--- src/rtl/mbox_hs_pkg.sv ---
package mbox_hs_pkg;
  localparam int BYTE_W = 8;
  localparam int SEL_W  = 2;
  // status bit positions
  localparam int ST_OBF = 0;
  localparam int ST_IBF = 1;
  localparam int ST_TAG = 3;
  // software-defined bits writable by the slave: 7..4 and 2
  localparam logic [BYTE_W-1:0] USER_MASK = 8'hF4;

  typedef enum logic [SEL_W-1:0] {
    SEL_INB  = 2'd0,
    SEL_OUTB = 2'd1,
    SEL_STAT = 2'd2,
    SEL_IEN  = 2'd3
  } slv_sel_e;
endpackage

--- src/rtl/mbox_hs_byte_reg.sv ---
module mbox_hs_byte_reg #(
  parameter int W = 8
) (
  input  logic         clk,
  input  logic         rst_n,
  input  logic         en,
  input  logic [W-1:0] d,
  output logic [W-1:0] q
);
  logic [W-1:0] q_d;

  always_comb begin
    q_d = q;
    if (en) q_d = d;
  end

  always_ff @(posedge clk or negedge rst_n) begin
    if (!rst_n) q <= '0;
    else        q <= q_d;
  end
endmodule

--- src/rtl/mbox_hs_status.sv ---
module mbox_hs_status
  import mbox_hs_pkg::*;
(
  input  logic              clk,
  input  logic              rst_n,
  input  logic              host_wr_inb,
  input  logic              host_tag,
  input  logic              host_rd_outb,
  input  logic              slv_rd_inb,
  input  logic              slv_wr_outb,
  input  logic              slv_wr_stat,
  input  logic [BYTE_W-1:0] slv_wdata,
  output logic [BYTE_W-1:0] stat
);
  logic              ibf_q, ibf_d;
  logic              obf_q, obf_d;
  logic              tag_q, tag_d;
  logic [BYTE_W-1:0] usr_q, usr_d;

  always_comb begin
    ibf_d = ibf_q;
    if (slv_rd_inb)  ibf_d = 1'b0;
    if (host_wr_inb) ibf_d = 1'b1;

    obf_d = obf_q;
    if (host_rd_outb)                       obf_d = 1'b0;
    if (slv_wr_stat && !slv_wdata[ST_OBF])  obf_d = 1'b0;
    if (slv_wr_outb)                        obf_d = 1'b1;

    tag_d = tag_q;
    if (host_wr_inb) tag_d = host_tag;

    usr_d = usr_q;
    if (slv_wr_stat) usr_d = slv_wdata & USER_MASK;
  end

  always_ff @(posedge clk or negedge rst_n) begin
    if (!rst_n) begin
      ibf_q <= 1'b0;
      obf_q <= 1'b0;
      tag_q <= 1'b0;
      usr_q <= '0;
    end else begin
      ibf_q <= ibf_d;
      obf_q <= obf_d;
      tag_q <= tag_d;
      usr_q <= usr_d;
    end
  end

  always_comb begin
    stat         = usr_q;
    stat[ST_OBF] = obf_q;
    stat[ST_IBF] = ibf_q;
    stat[ST_TAG] = tag_q;
  end
endmodule

--- src/rtl/mbox_hs.sv ---
module mbox_hs
  import mbox_hs_pkg::*;
(
  input  logic              clk,
  input  logic              rst_n,
  input  logic              host_wr,
  input  logic              host_rd,
  input  logic              host_addr2,
  input  logic [BYTE_W-1:0] host_wdata,
  output logic [BYTE_W-1:0] host_rdata,
  input  logic              slv_wr,
  input  logic              slv_rd,
  input  logic [SEL_W-1:0]  slv_sel,
  input  logic [BYTE_W-1:0] slv_wdata,
  output logic [BYTE_W-1:0] slv_rdata,
  output logic              slv_irq
);
  localparam int SYNC_N = 2;

  logic [SYNC_N-1:0] rst_pipe;
  logic              rst_core_n;

  always_ff @(posedge clk or negedge rst_n) begin
    if (!rst_n) rst_pipe <= '0;
    else        rst_pipe <= {rst_pipe[SYNC_N-2:0], 1'b1};
  end
  assign rst_core_n = rst_pipe[SYNC_N-1];

  logic h_rd_outb, s_rd_inb, s_wr_outb, s_wr_stat, s_wr_ien;
  assign h_rd_outb = host_rd && !host_addr2;
  assign s_rd_inb  = slv_rd && (slv_sel_e'(slv_sel) == SEL_INB);
  assign s_wr_outb = slv_wr && (slv_sel_e'(slv_sel) == SEL_OUTB);
  assign s_wr_stat = slv_wr && (slv_sel_e'(slv_sel) == SEL_STAT);
  assign s_wr_ien  = slv_wr && (slv_sel_e'(slv_sel) == SEL_IEN);

  logic [BYTE_W-1:0] inb_q, outb_q, stat_q;
  logic              ien_q;

  mbox_hs_byte_reg #(.W(BYTE_W)) u_inb (
    .clk(clk), .rst_n(rst_core_n), .en(host_wr), .d(host_wdata), .q(inb_q));

  mbox_hs_byte_reg #(.W(BYTE_W)) u_outb (
    .clk(clk), .rst_n(rst_core_n), .en(s_wr_outb), .d(slv_wdata), .q(outb_q));

  mbox_hs_byte_reg #(.W(1)) u_ien (
    .clk(clk), .rst_n(rst_core_n), .en(s_wr_ien), .d(slv_wdata[0]), .q(ien_q));

  mbox_hs_status u_stat (
    .clk          (clk),
    .rst_n        (rst_core_n),
    .host_wr_inb  (host_wr),
    .host_tag     (host_addr2),
    .host_rd_outb (h_rd_outb),
    .slv_rd_inb   (s_rd_inb),
    .slv_wr_outb  (s_wr_outb),
    .slv_wr_stat  (s_wr_stat),
    .slv_wdata    (slv_wdata),
    .stat         (stat_q)
  );

  assign host_rdata = host_addr2 ? stat_q : outb_q;

  always_comb begin
    case (slv_sel_e'(slv_sel))
      SEL_INB:  slv_rdata = inb_q;
      SEL_OUTB: slv_rdata = outb_q;
      SEL_STAT: slv_rdata = stat_q;
      default:  slv_rdata = {{(BYTE_W-1){1'b0}}, ien_q};
    endcase
  end

  assign slv_irq = stat_q[ST_IBF] & ien_q;
endmodule

--- config.mk ---
export PLATFORM = sky130hd
export DESIGN_NAME = mbox_hs
export DESIGN_NICKNAME = d
export VERILOG_FILES = /design/src/rtl/mbox_hs_pkg.sv /design/src/rtl/mbox_hs_byte_reg.sv /design/src/rtl/mbox_hs_status.sv /design/src/rtl/mbox_hs.sv
export SDC_FILE = /design/constraint.sdc
export NUM_CORES = 1
export LEC_CHECK = 0
export BUFFER_PORTS_ARGS = -buffer_cell sky130_fd_sc_hd__buf_2
export CAP_MARGIN = 10
export CELL_PAD_IN_SITES_DETAIL_PLACEMENT = 1
export CELL_PAD_IN_SITES_GLOBAL_PLACEMENT = 2
export CORE_ASPECT_RATIO = 1.75
export CORE_MARGIN = 5
export CORE_UTILIZATION = 35
export CTS_CLUSTER_DIAMETER = 50
export DETAILED_ROUTE_END_ITERATION = 12
export PLACE_DENSITY_LB_ADDON = 0.05
export REMOVE_ABC_BUFFERS = 1
export SLEW_MARGIN = 20
export SYNTH_ARGS = -nofsm -noshare
export SYNTH_HDL_FRONTEND = slang
export SYNTH_SLANG_ARGS = --single-unit
--- constraint.sdc ---
create_clock -name clk -period 2.7 [get_ports clk]
set_clock_uncertainty 0.05 [all_clocks]
set_input_delay 0.675 -clock clk [delete_from_list [all_inputs] [get_ports clk]]
set_output_delay 0.675 -clock clk [all_outputs]
set_load 0.1 [all_outputs]
# Yosys cells after proc, flatten, opt, wreduce, memory -nomap -nowiden
# Index checks and enable logic that the tools add are counted.
dict set report totals {
  mem_count 0
  reg_bits 27
  rom_bits 0
  wordCells 30
  input_bits 25
  latchBits 0
  ram_bits 0
  out_inout_bits 17
}
dict set report op_classes {
  n_bitwise 1
  multipliers 0
  add_sub_neg 0
  muxes 7
  shift 0
  eq_ne 3
  order_cmp 0
  div_mod_pow 0
  n_reduce_logical 11
}
# operator n
set ops {}
lappend ops {{$pmux 8 s3} 1}
lappend ops {{$mux 8} 1}
lappend ops {{$logic_and 1x1->1} 6}
lappend ops {{$mux 1} 5}
lappend ops {{$eq 2x2->1 const B} 2}
lappend ops {{$reduce_bool 3->1} 1}
lappend ops {{$eq 2x1->1 const B} 1}
lappend ops {{$logic_not 1->1} 2}
lappend ops {{$logic_not 2->1} 1}
lappend ops {{$reduce_bool 2->1} 1}
lappend ops {{$and 1x1->1} 1}

# Longest topological paths before layout
dict set report depth {
  word_depth 5
  mapped_depth 3
  mapped_depth_nobuf 2
}

# Hierarchy
# From an unflattened synthesis, not the netlist that was laid out.
dict set report hier_totals {
  cells_unflattened 97
  area_unflattened_um2 1395.1
}
# module instances area_per_inst_um2 cells_per_inst
set modules_own_cells {}
lappend modules_own_cells {{mbox_hs_byte_reg (u_inb ...)} 2 331.6 17}
lappend modules_own_cells {mbox_hs 1 371.6 39}
lappend modules_own_cells {mbox_hs_status 1 320.3 22}
lappend modules_own_cells {{mbox_hs_byte_reg (u_ien)} 1 40.0 2}

# Least setup slack after synthesis
# Ideal clock, no wire load.
dict set report synth_path {
  kind {input -> output}
  start {in slv_sel[0]}
  end {out slv_rdata[1]}
  required_time_ns 1.975
  path_buffers 1
  setup_slack_ns -0.403
  arrival_ns 2.378
  cell_stages 3
  cell_sequence {buf_6 -> mux2i_1 -> o2bb2ai_1}
}
dict set report synth_between {
  elab_chain_len 2
}
# element line_no
set synth_lines {}
lappend synth_lines {{from (decl)} mbox_hs.sv:13} ;# input logic [SEL_W-1:0] slv_sel,
lappend synth_lines {{$eq 2x2->1 (tied with other cells)} mbox_hs.sv:64} ;# case (slv_sel_e'(slv_sel))
lappend synth_lines {{$pmux 8 s3 *} mbox_hs.sv:64}
lappend synth_lines {{to (decl)} mbox_hs.sv:15} ;# output logic [BYTE_W-1:0] slv_rdata,
# Every way passes the cells marked *; elsewhere a longest branch is shown, timed or not.

# Worst setup path in the final report
dict set report layout_path {
  start {in slv_sel[0]}
  end {out slv_rdata[0]}
}
# Same word-level chain as after synthesis.

==> flow_metrics.tcl <==
set metrics [dict create \
    maxSlewHeadroom 0.625 \
    synth_cell_types 20 \
    avgViaCountPerCell 5.04 \
    crit_type "in2out" \
    synth_top_cell_area_share 0.521 \
    ys_seq_elements 27 \
    cts.path.max_buffers 2 \
    wl_per_cell_um 17.1 \
    cts_made_buffers 3 \
    post-place-ws_ns 0.244 \
    ant_nets 0 \
    cts_hold_buf 0 \
    critPathLaunchType "primary input" \
    drt_iter0_markers 10 \
    start_util 0.361 \
    syn_inst 90 \
    vias 898 \
    fin_nets 158 \
    rsz0062_at_grt "no" \
    grt_max_degree 26 \
    finalCritPeriodShare 0.905 \
    synth_edf_count 0 \
    p_comb_frac 0.446 \
    fin_hold_ws_ns 0.117 \
    first_global_vias 1054 \
    worstPathRequired_ns 1.98 \
    synthArstFlopShare 1.00 \
    endpoint_kind "output pin" \
    syn_area_per_cell_um2 14.4 \
    r2r_end "u_stat.usr_q[4]" \
    slew_viol_final 0 \
    p_leak_nw 0.773 \
    worst_pin_slew_ns 0.562 \
    worstPathMaxFanout 7 \
    n_antenna_cell 0 \
    worstPathArrival_ns 1.72 \
    hold_violations 0 \
    dp_cells 174 \
    drc 0 \
    clock-sinks 27 \
    dieWidth_um 56.0 \
    fmax_mhz 409 \
    wl_um 3050 \
    seqPwrFrac 0.383 \
    p_sw_frac 0.438 \
    cts.reportedPaths.clkPinSlew_ns 0.09 \
    synth_ff_type "dfrtp_1" \
    ctsHtreeMaxLevel 1 \
    maxCapViolCount 0 \
    synthTopCellsByCount "mux2_2, dfrtp_1, mux2i_1, o2bb2ai_1, buf_2" \
    fillCellCount 389 \
    drt-pass1-iter-count 2 \
    io_buffers 41 \
    postCtsResizedCells 0 \
    worstRegToRegCells 1 \
    critPathLaunch "slv_sel[0]" \
    synth.most_common_cell "mux2_2" \
    cellPowerDensity_nw_per_um2 779 \
    yosysTopAreaCell "dfrtp_1" \
    r2r-start "u_stat.usr_q[4]" \
    ys_warn_count 0 \
    die_h_um 90.5 \
    setup_ws_ns 0.257 \
    hold_class "in2async" \
    clk_latency_ns 0.27 \
    core_area_um2 3590 \
    postCtsSetupBuffers 0 \
    syn2layout_area_growth_pct 30.8 \
    design.die.area_um2 5070 \
    grt_pass1_wl_um 5120 \
    root_buffer "clkbuf_8" \
    power_frac_clock 0.171 \
    ys_seq_area_frac 0.521 \
    net-switching-power_uw 580 \
    track_usage 0.128 \
    internal_power_uw 742 \
    drive_gt1_frac 0.598 \
    cts_tree "done" \
    setup_tns_ns 0 \
    setup_viol 0 \
    ys_top_cells_by_area "dfrtp_1, mux2_2, mux2i_1, o2bb2ai_1, mux4_1" \
    grt-ovfl-total 0 \
    max-vdd-ir-drop_mv 0.526 \
    place_congestion 0.650 \
    period_minus_slack_ns 2.44 \
    rows 29 \
    hpwl_um 2250 \
    p_total_mw 1.32 \
    rrSetupSlack_ns 1.86 \
    fin_cells 178 \
    syn-cell-area_um2 1300 \
    status "completed" \
    io_pins 42 \
    antenna_found_initial 0 \
    crit_end "slv_rdata[0]" \
]
==> cells by family (layout without fill, tap and decap cells) <==
family / after synthesis / after routing / share of synthesized area
compound gates: 9 / 9 / 0.0588
other cells: 1 / 1 / 0.00289
flops: 27 / 27 / 0.521
mux: 39 / 39 / 0.343
simple gates: 8 / 8 / 0.0482
buf+inv: 6 / 48 / 0.0260
==> cells in the final DEF (no fill, tap or decap), drive strengths merged, types with 2 or more instances in the layout <==
| cell | n |
|---|---|
| buf | 43 |
| mux2 | 31 |
| dfrtp | 27 |
| mux2i | 7 |
| o2bb2ai | 7 |
| clkbuf | 4 |
| nand3b | 2 |
==> how the worst min path moves through the flow <==
stage	from	endpoint	slack [ns]	cells past startpoint
3_5_place_dp	rst_pipe[0]	rst_pipe[1]	0.29	0
3_3_place_gp	rst_pipe[0]	rst_pipe[1]	0.29	0
5_1_grt	rst_n	rst_pipe[1]	0.11	1
2_1_floorplan	rst_pipe[1]	u_ien.q	0.27	0
4_1_cts	rst_n	rst_pipe[1]	0.11	1
6_report	rst_n	rst_pipe[1]	0.12	1
==> worst max-delay path, cell delays in order <==
cell and delay, ns:
buf_2 0.18, mux4_1 0.56, buf_2 0.30
==> through the flow <==
step	util	area (µm²)
2_1_floorplan	-	1270
3_3_place_gp	0.459	1650
3_5_place_dp	0.459	1650
4_1_cts	0.472	1700
5_1_grt	0.472	1700
6_report	0.472	1700
==> area by class of cell <==
type / instances / area (µm²) / share of cell area
flip-flops and latches: 27 / 677 / 0.399
multi-input cells: 57 / 588 / 0.347
repair buffers: 43 / 325 / 0.192
well taps: 46 / 57.6 / 0.0339
clock buffers: 4 / 45.0 / 0.0265
inverters: 1 / 3.75 / 0.00221
==> state kept, by name, summed over array words and instances (netlist names) <==
register      cells
u_inb.q           8
u_stat.usr_q      5
u_stat.obf_q      1
rst_pipe          2
u_outb.q          8
u_ien.q           1
u_stat.ibf_q      1
u_stat.tag_q      1
==> routing by layer <==
metal	global-route usage	routed length (µm)	vias up
met1	0.141	1210	452
met2	0.236	1670	24
met4	0.0535	29	0
met3	0.0215	133	2
li1	-	-	420
met5	0	0	-
==> power groups by stage <==
stage | Combinational [mW] | Clock (mW) | Sequential, mW
detailed placement | 0.594 | 0 | 0.517
global placement | 0.589 | 0 | 0.514
CTS | 0.596 | 0.239 | 0.508
finish | 0.589 | 0.227 | 0.506
global route | 0.611 | 0.254 | 0.519
floorplan | 0.455 | 0 | 0.500
Note: power is estimated with default switching activity, not from simulation.
